--- config.mk ---
export PLATFORM = sky130hd
export DESIGN_NAME = bus_handover_ctrl
export DESIGN_NICKNAME = d
export VERILOG_FILES = /design/src/rtl/bgc_pkg.sv /design/src/rtl/bgc_req_sync.sv /design/src/rtl/bgc_grant_fsm.sv /design/src/rtl/bgc_access_track.sv /design/src/rtl/bus_handover_ctrl.sv
export SDC_FILE = /design/constraint.sdc
export NUM_CORES = 1
export LEC_CHECK = 0
export BUFFER_PORTS_ARGS = -buffer_cell sky130_fd_sc_hd__buf_2
export CORE_AREA = 2 2 39 41
export CTS_CLUSTER_DIAMETER = 200
export DETAILED_ROUTE_END_ITERATION = 10
export DIE_AREA = 0 0 41 43
export SETUP_SLACK_MARGIN = 0.1
export SLEW_MARGIN = 15
export SYNTH_ARGS = -nofsm -noshare
export SYNTH_HDL_FRONTEND = slang
export SYNTH_SLANG_ARGS = --single-unit
--- constraint.sdc ---
create_clock -name clk -period 3.15 [get_ports clk]
set_clock_uncertainty 0.2 [all_clocks]
set_input_delay 0.63 -clock clk [delete_from_list [all_inputs] [get_ports clk]]
set_output_delay 0.63 -clock clk [all_outputs]
set_load 0.01 [all_outputs]
--- src/rtl/bgc_pkg.sv ---
// Shared types for the bus hand-over controller.
// Assumes: one clock domain for everything except the raw bus request.
package bgc_pkg;
    typedef enum logic [1:0] {
        ST_OWN     = 2'd0,   // processor owns the external bus
        ST_GRANTED = 2'd1,   // other master holds the bus
        ST_RETURN  = 2'd2    // grant dropped, drivers still floating
    } bus_st_e;
endpackage

--- src/rtl/bgc_req_sync.sv ---
// Synchroniser chain for the asynchronous bus request.
// Assumes STAGES >= 1; two stages are the intended setting.
module bgc_req_sync #(
    parameter int STAGES = 2
) (
    input  logic clk,
    input  logic rst_n,
    input  logic async_in,
    output logic sync_out
);
    logic [STAGES-1:0] chain_q;

    generate
        if (STAGES == 1) begin : g_single
            // Purpose: single-flop capture.
            always_ff @(posedge clk) begin
                if (!rst_n) chain_q <= '0;
                else        chain_q <= async_in;
            end
        end else begin : g_multi
            // Purpose: shift the request through the flop chain.
            always_ff @(posedge clk) begin
                if (!rst_n) chain_q <= '0;
                else        chain_q <= {chain_q[STAGES-2:0], async_in};
            end
        end
    endgenerate

    assign sync_out = chain_q[STAGES-1];
endmodule

--- src/rtl/bgc_grant_fsm.sv ---
// Hand-over state machine: recognises the synchronised request once no
// external access is in flight, floats the drivers, grants one cycle later,
// and walks back through a single return cycle when the request ends.
// Assumes req_sync is already in the clk domain.
module bgc_grant_fsm
    import bgc_pkg::*;
(
    input  logic    clk,
    input  logic    rst_n,
    input  logic    req_sync,
    input  logic    acc_busy,
    output bus_st_e state,
    output logic    recog,
    output logic    own_bus,
    output logic    bus_grant,
    output logic    drv_en
);
    bus_st_e state_q, state_d;

    // Purpose: recognition needs an owned bus and no access in flight.
    always_comb begin
        recog = (state_q == ST_OWN) && req_sync && !acc_busy;
    end

    // Purpose: next-state selection.
    always_comb begin
        state_d = state_q;
        unique case (state_q)
            ST_OWN:     if (recog)     state_d = ST_GRANTED;
            ST_GRANTED: if (!req_sync) state_d = ST_RETURN;
            ST_RETURN:                 state_d = ST_OWN;
            default:                   state_d = ST_OWN;
        endcase
    end

    // Purpose: state register with synchronous reset.
    always_ff @(posedge clk) begin
        if (!rst_n) state_q <= ST_OWN;
        else        state_q <= state_d;
    end

    // Purpose: derive port-level controls from state.
    always_comb begin
        own_bus   = (state_q == ST_OWN) && !recog;
        bus_grant = (state_q == ST_GRANTED);
        drv_en    = own_bus;
        state     = state_q;
    end

    // grant rises only one cycle after a recognition
    a_r3_grant_after_recog: assert property (@(posedge clk) disable iff (!rst_n)
        $rose(bus_grant) |-> $past(recog));
    // an access in flight keeps the bus owned
    a_r6_busy_blocks: assert property (@(posedge clk) disable iff (!rst_n)
        (state_q == ST_OWN && acc_busy) |=> (state_q == ST_OWN));
    // exactly one return cycle after the grant drops
    a_r7_single_return: assert property (@(posedge clk) disable iff (!rst_n)
        $fell(bus_grant) |=> (state_q == ST_OWN));
endmodule

--- src/rtl/bgc_access_track.sv ---
// Core-side stall logic: halts the core while the bus is away (stop mode)
// or only once it asks for external memory (run-on mode), and keeps a
// deferred access pending until the bus is owned again.
// Assumes ext_req is a request for the current cycle from the core.
module bgc_access_track
    import bgc_pkg::*;
(
    input  logic    clk,
    input  logic    rst_n,
    input  logic    go_mode,
    input  logic    ext_req,
    input  logic    own_bus,
    input  bus_st_e state,
    output logic    core_halt,
    output logic    ext_go
);
    logic pending_q;

    // Purpose: issue and stall decisions for this cycle.
    always_comb begin
        ext_go    = own_bus && (ext_req || pending_q);
        core_halt = (!go_mode && state != ST_OWN) ||
                    (!own_bus && (pending_q || ext_req));
    end

    // Purpose: remember an access refused while the bus is away.
    always_ff @(posedge clk) begin
        if (!rst_n)                  pending_q <= 1'b0;
        else if (ext_go)             pending_q <= 1'b0;
        else if (ext_req && !own_bus) pending_q <= 1'b1;
    end

    // a deferred access is not dropped while the bus is away
    a_r8_pending_held: assert property (@(posedge clk) disable iff (!rst_n)
        (pending_q && !own_bus) |=> pending_q);
    // issue consumes the pending access
    a_r8_issue_once: assert property (@(posedge clk) disable iff (!rst_n)
        ext_go |=> !pending_q);
    // run-on mode does not stall without an external request
    a_r5_run_on: assert property (@(posedge clk) disable iff (!rst_n)
        (go_mode && !pending_q && !ext_req) |-> !core_halt);
endmodule

--- src/rtl/bus_handover_ctrl.sv ---
// Top of the bus hand-over controller: synchroniser, grant sequencing and
// core stall tracking.
// Assumes bus_req may change at any time; all other inputs are synchronous.
module bus_handover_ctrl
    import bgc_pkg::*;
#(
    parameter int SYNC_STAGES = 2
) (
    input  logic clk,
    input  logic rst_n,
    input  logic bus_req,
    input  logic go_mode,
    input  logic ext_req,
    input  logic acc_busy,
    output logic bus_grant,
    output logic core_halt,
    output logic drv_en,
    output logic ext_go
);
    logic    req_sync;
    logic    recog;
    logic    own_bus;
    bus_st_e state;

    bgc_req_sync #(.STAGES(SYNC_STAGES)) u_sync (
        .clk      (clk),
        .rst_n    (rst_n),
        .async_in (bus_req),
        .sync_out (req_sync)
    );

    bgc_grant_fsm u_fsm (
        .clk       (clk),
        .rst_n     (rst_n),
        .req_sync  (req_sync),
        .acc_busy  (acc_busy),
        .state     (state),
        .recog     (recog),
        .own_bus   (own_bus),
        .bus_grant (bus_grant),
        .drv_en    (drv_en)
    );

    bgc_access_track u_track (
        .clk       (clk),
        .rst_n     (rst_n),
        .go_mode   (go_mode),
        .ext_req   (ext_req),
        .own_bus   (own_bus),
        .state     (state),
        .core_halt (core_halt),
        .ext_go    (ext_go)
    );

    // drivers float whenever the bus is granted
    a_r2_float_on_grant: assert property (@(posedge clk) disable iff (!rst_n)
        bus_grant |-> !drv_en);
    // stop mode halts the core while granted
    a_r4_stop_halts: assert property (@(posedge clk) disable iff (!rst_n)
        (bus_grant && !go_mode) |-> core_halt);
    // no access goes out while the drivers float
    a_r8_no_issue_floating: assert property (@(posedge clk) disable iff (!rst_n)
        ext_go |-> drv_en);
endmodule

Word level (Yosys, flattened, before mapping):

Cells that the tools add are included.

* bits in registers: 5
* output and inout bits: 4

* equality and inequality tests: 3
* multiplexer cells: 3
* bitwise gates (word level): 1
* reduce and logical (&&, ||, !) cells: 17

Operators by type and width (count)
* 1-bit logical AND: 7
* 1-bit logical NOT: 4
* 2-bit 2-to-1 mux: 2
* 2-bit one-hot mux with 2 select lines: 1
* 2-bit by 1-bit == test with 1-bit output, second input constant: 1
* 2-bit logical NOT: 1
* 1-bit logical OR: 2
* 2-bit by 1-bit inequality test with 1-bit output, second input constant: 1
* 2-bit inequality test, second input constant: 1
* 2-bit AND reduction: 1
* 2-bit nonzero test: 1
* 2-bit OR reduction: 1
* 1-bit NOT: 1

Depth between registers and ports, before layout:

Gate-level depths: netlist of run 1.

* depth after elaboration: 8
* gate-level depth with buffers: 3
* depth with buffers taken out: 3

Modules after synthesis:

From an unflattened synthesis of run 1, not the netlist that was laid out.

* cells, all modules: 21
* area total of the unflattened synthesis: 215.2 um2

By module, submodules not included
* bgc_grant_fsm: instances 1, cells each 11, area each 107.6 um2
* bgc_access_track: instances 1, cells each 6, area each 55.1 um2
* bgc_req_sync: instances 1, cells each 4, area each 52.6 um2

Worst setup path before layout of run 1:

Ideal clock, no wire load.

* path type: input to output
* start point: input acc_busy
* end point: output ext_go
* arrival: 1.045 ns
* data required time: 2.320 ns
* setup slack: 1.275 ns
* cell stages on the path: 3
* path through: inv_1 > a21boi_4 > and2b_1

* longest elaborated chain between the ends: 5

Ends and longest elaborated chain
* from (decl): RTL line bus_handover_ctrl.sv:14 `input logic acc_busy,`
* 1-bit logical NOT: RTL line bgc_grant_fsm.sv:22 `recog = (state_q == ST_OWN) && req_sync && !acc_busy;`
* 1-bit logical AND: RTL line bgc_grant_fsm.sv:22
* 1-bit logical NOT: RTL line bgc_grant_fsm.sv:44 `own_bus = (state_q == ST_OWN) && !recog;`
* 1-bit logical AND: RTL line bgc_grant_fsm.sv:44
* via drv_en: RTL line bus_handover_ctrl.sv:17 `output logic drv_en,`
* 1-bit logical AND: RTL line bgc_access_track.sv:21 `ext_go = own_bus && (ext_req || pending_q);`
* to (decl): RTL line bus_handover_ctrl.sv:18 `output logic ext_go`

The timed path passes the listed nets, and every way through them passes these cells.

Worst setup path after layout of run 1:

* start point: input ext_req
* end point: output ext_go

* longest elaborated chain between the ends: 2

Ends and longest elaborated chain
* from (decl): RTL line bus_handover_ctrl.sv:13 `input logic ext_req,`
* 1-bit logical OR: RTL line bgc_access_track.sv:21
* 1-bit logical AND: RTL line bgc_access_track.sv:21

No other way between the ends.

==> results of run 1 <==
==> cell type report <==
cell class	instances	area (um^2)	share of cell area [%]
Sequential cell	5	100	34.2
Multi-Input combinational cell	11	93.8	32.1
Timing Repair Buffer	9	45.0	15.4
Clock buffer	4	26.3	8.97
Tap cell	16	20.0	6.84
Inverter	2	7.51	2.56
==> power breakdown <==
part	internal (W)	leakage (nW)	total, W	switching (W)
registers	0.0000653	0.0408	0.0000665	0.00000121
clock network	0.0000480	0.0150	0.0000755	0.0000275
logic	0.00000729	0.0876	0.0000133	0.00000599
total	0.000121	0.143	0.000155	0.0000347
==> cell families after synthesis <==
| logic type | after synthesis |
|---|---|
| flops | 5 |
| compound gates | 3 |
| buf+inv | 2 |
| simple gates | 8 |
==> state kept, by name (all words and copies together) (netlist names) <==
register,cells
u_track.pending_q,1
u_sync.chain_q,2
u_fsm.state,2
==> cells in the final DEF, fill, tap and decap left out <==
cell	n
a21boi_4	1
and2_1	2
and2b_1	2
and4bb_2	1
buf_2	9
clkbuf_1	1
clkbuf_4	3
dfxtp_1	5
inv_1	2
nor2_1	1
nor2_2	1
nor3b_1	1
o2111a_1	1
o22ai_1	1
==> synthesized netlist by cell type <==
library cell	n	area share [%]
a21boi_4	1	9.3
inv_1	2	3.7
and2_1	2	6.2
and4bb_2	1	6.2
nor3b_1	1	3.7
dfxtp_1	5	50
o2111a_1	1	5.6
o22ai_1	1	3.1
nor2_1	1	1.9
and2b_1	2	7.5
nor2_2	1	3.1
==> metrics by stage <==
step	power [W]	std cells	setup WS, ns
floorplan	0.0000746	18	1.28
global placement	0.0000808	43	1.11
detailed placement	0.0000810	43	1.12
CTS	0.000159	47	1.12
global route	0.000169	47	1.06
finish	0.000155	47	1.13
==> worst max-delay path, stage by stage <==
cell,delay (ns)
buf_2,0.10
nor2_1,0.14
and2b_1,0.19
buf_2,0.13
==> final timing paths <==
path                                         from           endpoint  slack, ns  cells after the start
worst max-delay path                      ext_req             ext_go       1.13                      4
worst min-delay path            u_sync.chain_q[0]  u_sync.chain_q[1]       0.24                      1
worst max register to register     u_fsm.state[1]  u_track.pending_q       2.12                      3
worst min register to register  u_sync.chain_q[0]  u_sync.chain_q[1]       0.24                      1
==> metal layers <==
layer,wire [um],vias to the layer above
met5,0,-
met4,0,0
met3,73,0
met2,140,12
met1,169,65
li1,-,87
==> run summary, run 1 <==
Outcome - finished clean
Worst vdd ir - 0.236 mV
Relative slew slack - 88.3%
I/O pins - 10
Final core utilization - 21.2%
Synthesized instance count - 18
Avg Inst Size Synth - 11.2 um^2
Hold Vio Cnt, Final - 0
Post-route ant nets - 0
DRT Pass-1 Iters - 2
Via count of the first global-routing pass - 154
Chip Height - 43 um
Hold Path Class - flip-flop to flip-flop
Startpoint Class - input pin
Critical path data required time - 2.32 ns
Core outline area - 1380 um^2
Clock Sink Count - 5
DRT Wirelength - 382 um
Routed vias - 164
Root buffer cell - clkbuf_4
Final setup vio count - 0
Final Slew Violations - 0
FILL cells - 150
Pwr dens - 530 nW/um^2
Total GRT Usage - 6.02%
Worst slew pin tran - 0.175 ns
Share of post-route cells with drive strength above 1 - 48.4%
H-tree depth - 1
Max-cap viol count - 0
Yosys cell types - 11
Crit path kind - input pin to output port
P_leak - 0.143 nW
Synth Area in XOR/XNOR - 0%
Area Overhead vs Synth - 45.3%
Met3 Use GR - 9.42%
Adder-cell share of the synthesized area - 0%
Post_cts resized - 0
Seq/Total Area, Yosys - 49.7%
Residual DRC - 0
Dpl cell area - 267 um^2
Clk Latency, worst-skew pair - 0.24 ns
TritonCTS clock tree - done
Setup TNS - 0 ns
Pin count of the biggest net entering global routing - 6
CTS max path bufs - 2
Post-route clock period utilization - 64.0%
Initial Utilization - 14.6%
Post CTS Setup Buffer Count - 0
Die ar. - 1760 um^2
GRT busiest layer - met3
Clock-pin slew on the worst setup and hold paths - 0.05 ns
RSZ-0062 raised after global routing - no
Compound-gate portion of the synthesized area - 18.0%
Synthesized area - 201 um^2
Remaining global-route overflow - 0
Critical path data arrival time - 1.19 ns
Die W - 41 um
Post-Syn Nets - 24
Post-Synth Simple-Gate Area - 28.6%
1st-iter DRT viols - 9
Num CTS Buffers - 3
Largest family of logic cells by synthesized area - simple AND/OR/NAND/NOR gates
Minimum clock period - 2.02 ns
# diodes - 0
M2 GR Usage - 6.88%
Vias/cell - 3.49
# hold bufs at CTS - 0
CP Max Fanout - 3
Final Cell Area - 293 um^2
Post-synthesis register bit count - 5
Mux contribution to synthesized area - 0%
Final #Nets - 38
Hold slack final - 0.237 ns
Global-route wire length before repair - 600 um
CP Capture Type - output port
Initial antenna violation count - 0
FP Rows - 14
RD Place Congestion - 0.474
Warnings, synthesis - 0
Port Buffer Count - 9
M1 GR Usage - 5.47%
Achievable frequency - 496 MHz
WL per Instance - 8.13 um
Note: power is estimated with default switching activity, not from simulation.
==> run 2: changes to the inputs <==
clock period = 1.85 ns   (was 3.15 ns; I/O delays follow)
==> run 2 against run 1 <==
Net effect: sequential power is 71% higher; via count is 1.8% higher; combinational power is 83% higher; global-route usage is 0.89 points lower; register-to-register slack worse by 1.4 ns; power is 69% higher; wire length is 4.7% lower; sequential share of layout area is 1.1 points lower.
==> run summary, run 2 (synthesized netlist as in run 1, its figures left out) <==
Outcome - finished clean (unchanged)
Root buffer cell - clkbuf_4 (unchanged)
Max stage delay on crit path - 0.34 ns (was 0.19 ns)
Chip Height - 43 um (unchanged)
Pwr dens - 858 nW/um^2 (was 530 nW/um^2)
Share of post-route cells with drive strength above 1 - 53.1% (was 48.4%)
Clk Latency, worst-skew pair - 0.24 ns (about the same)
Die ar. - 1760 um^2 (unchanged)
Final core utilization - 22.2% (was 21.2%)
FILL cells - 155 (was 150)
Worst Hold Depth - 2 (was 1)
CP Capture Type - output port (unchanged)
Minimum clock period - 1.69 ns
Final Slew Violations - 0 (unchanged)
Area Overhead vs Synth - 52.2% (was 45.3%)
Most common cell after layout, fill and taps aside - buf_2 (unchanged)
Worst slew pin tran - 0.188 ns (was 0.175 ns)
Hold Path Class - input pin to flip-flop (was flip-flop to flip-flop)
Core outline area - 1380 um^2 (unchanged)
Commonest non-fill, non-tap cells in the layout - buf_2, dfxtp_1, clkbuf_4 (unchanged)
Global-route wire length before repair - 489 um (was 600 um)
RD Place Congestion - 0.523 (was 0.474)
Post-route ant nets - 0 (unchanged)
Reg power frac - 43.2% (was 42.8%)
Slowest CP cell - dfxtp_2 (was and2b_1)
Post-route clock period utilization - 91.5%
Via count of the first global-routing pass - 131 (was 154)
WL per Instance - 7.58 um (was 8.13 um)
Switching pwr - 0.0000563 W (was 0.0000347 W)
# diodes - 0 (unchanged)
Pin count of the biggest net entering global routing - 6 (unchanged)
Clock-pin slew on the worst setup and hold paths - 0.04 ns (was 0.05 ns)
CP Max Fanout - 4 (was 3)
Critical path cell sequence - nor2_4, a21boi_4, and2b_1, buf_2 (was buf_2, nor2_1, and2b_1, buf_2)
DRT Pass-1 Iters - 1 (was 2)
Remaining global-route overflow - 0 (unchanged)
CTS max path bufs - 2 (unchanged)
Register area - 101 um^2 (was 100 um^2)
Worst reg2reg path endpoint - u_track.pending_q (unchanged)
RSZ-0062 raised after global routing - yes (was no)
P_leak - 0.150 nW (was 0.143 nW)
Critical path data required time - 1.28 ns (was 2.32 ns)
End point of the worst hold path - u_sync.chain_q[0] (was u_sync.chain_q[1])
Final #Nets - 39 (was 38)
Min-Delay Startpoint - bus_req (was u_sync.chain_q[0])
FP Rows - 14 (unchanged)
Critical path data arrival time - 1.12 ns (was 1.19 ns)
Initial antenna violation count - 0 (unchanged)
Die W - 41 um (unchanged)
Hold Vio Cnt, Final - 0 (unchanged)
1st-iter DRT viols - 0 (was 9)
H-tree depth - 1 (unchanged)
Initial Utilization - 14.6% (unchanged)
Pint - 0.000207 W (was 0.000121 W)
Area of the multi-input gates - 98.8 um^2 (was 93.8 um^2)
Clock Sink Count - 5 (unchanged)
Port Buffer Count - 9 (unchanged)
Vias/cell - 3.48 (was 3.49)
Worst vdd ir - 0.293 mV (was 0.236 mV)
Gate power share - 9.3% (was 8.6%)
Path depth of the worst reg2reg path - 4 (was 3)
Routed vias - 167 (was 164)
Clock power frac - 47.5% (was 48.6%)
Final setup vio count - 0 (unchanged)
RR Startpoint - u_fsm.state[1] (unchanged)
Hold slack final - 0.137 ns (was 0.237 ns)
TritonCTS clock tree - done (unchanged)
Achievable frequency - 591 MHz
Max-cap viol count - 0 (unchanged)
Residual DRC - 0 (unchanged)
Startpoint Class - flip-flop (was input pin)
Total GRT Usage - 5.13% (was 6.02%)
# hold bufs at CTS - 0 (unchanged)
Relative slew slack - 87.4% (was 88.3%)
Worst R2R Setup Slack - 0.70 ns (was 2.12 ns)
Crit path kind - flip-flop to output port (was input pin to output port)
DRT Wirelength - 364 um (was 382 um)
Setup TNS - 0 ns (unchanged)
I/O pins - 10 (unchanged)
Num CTS Buffers - 3 (unchanged)
Net Sw Frac - 21.4% (was 22.3%)
## run 2: cell types whose count changed in the layout (fill, tap and decap cells not counted)
cell / before / now
buf_4: 0 / 1
dfxtp_1: 5 / 4
dfxtp_2: 0 / 1
nor2_2: 1 / 0
nor2_4: 0 / 1
## run 2: power by group through the flow
stage               clock (W)  combinational [W]  sequential, W
floorplan                   0          0.0000123       0.000115
CTS                  0.000135          0.0000228       0.000113
finish               0.000125          0.0000244       0.000114
detailed placement          0          0.0000227       0.000115
global route         0.000142          0.0000274       0.000114
global placement            0          0.0000225       0.000115
## run 2: critical path: cells and delay by family (launching register included)
kind            cells  cell delay (ns)
flops               1             0.34
simple gates        2             0.24
compound gates      1             0.19
buf+inv             1             0.12
## run 2: through the flow
| step | worst slack, ns | cells | area [um^2] | total power (W) |
|---|---|---|---|---|
| 2_1_floorplan | 0.447 | 18 | 201 | 0.000127 |
| 3_3_place_gp | 0.348 | 43 | 267 | 0.000138 |
| 3_5_place_dp | 0.329 | 43 | 267 | 0.000138 |
| 4_1_cts | 0.111 | 47 | 293 | 0.000271 |
| 5_1_grt | 0.0781 | 48 | 307 | 0.000283 |
| 6_report | 0.157 | 48 | 307 | 0.000263 |
## run 2: area by class of cell
class	count	area share [%]
Timing Repair Buffer	10	17.1
Tap cell	16	6.53
Inverter	2	2.45
Clock buffer	4	8.57
Sequential cell	5	33.1
Multi-Input combinational cell	11	32.2
## run 2: metal layers
metal	vias to the layer above	part of all wire (%)	GRT usage, %
li1	89	-	-
met2	11	36	4.69
met5	-	0	0
met3	0	13	7.85
met1	67	51	4.85
met4	0	0	4.00
## run 2: worst max path at each step
stage	slack [ns]	to	startpoint	cells past startpoint
after global placement	0.35	ext_go	ext_req	4
after floorplan	0.45	ext_go	u_fsm.state[1]	3
after CTS	0.11	ext_go	u_fsm.state[1]	4
final	0.16	ext_go	u_fsm.state[0]	4
after detailed placement	0.33	ext_go	ext_req	4
after global routing	0.08	ext_go	u_fsm.state[0]	4
## run 2: repair_timing
action / CTS / global route
endpoints found under the setup margin: 0 / 2
resized for setup: 0 / 2
setup buffers: 0 / 1
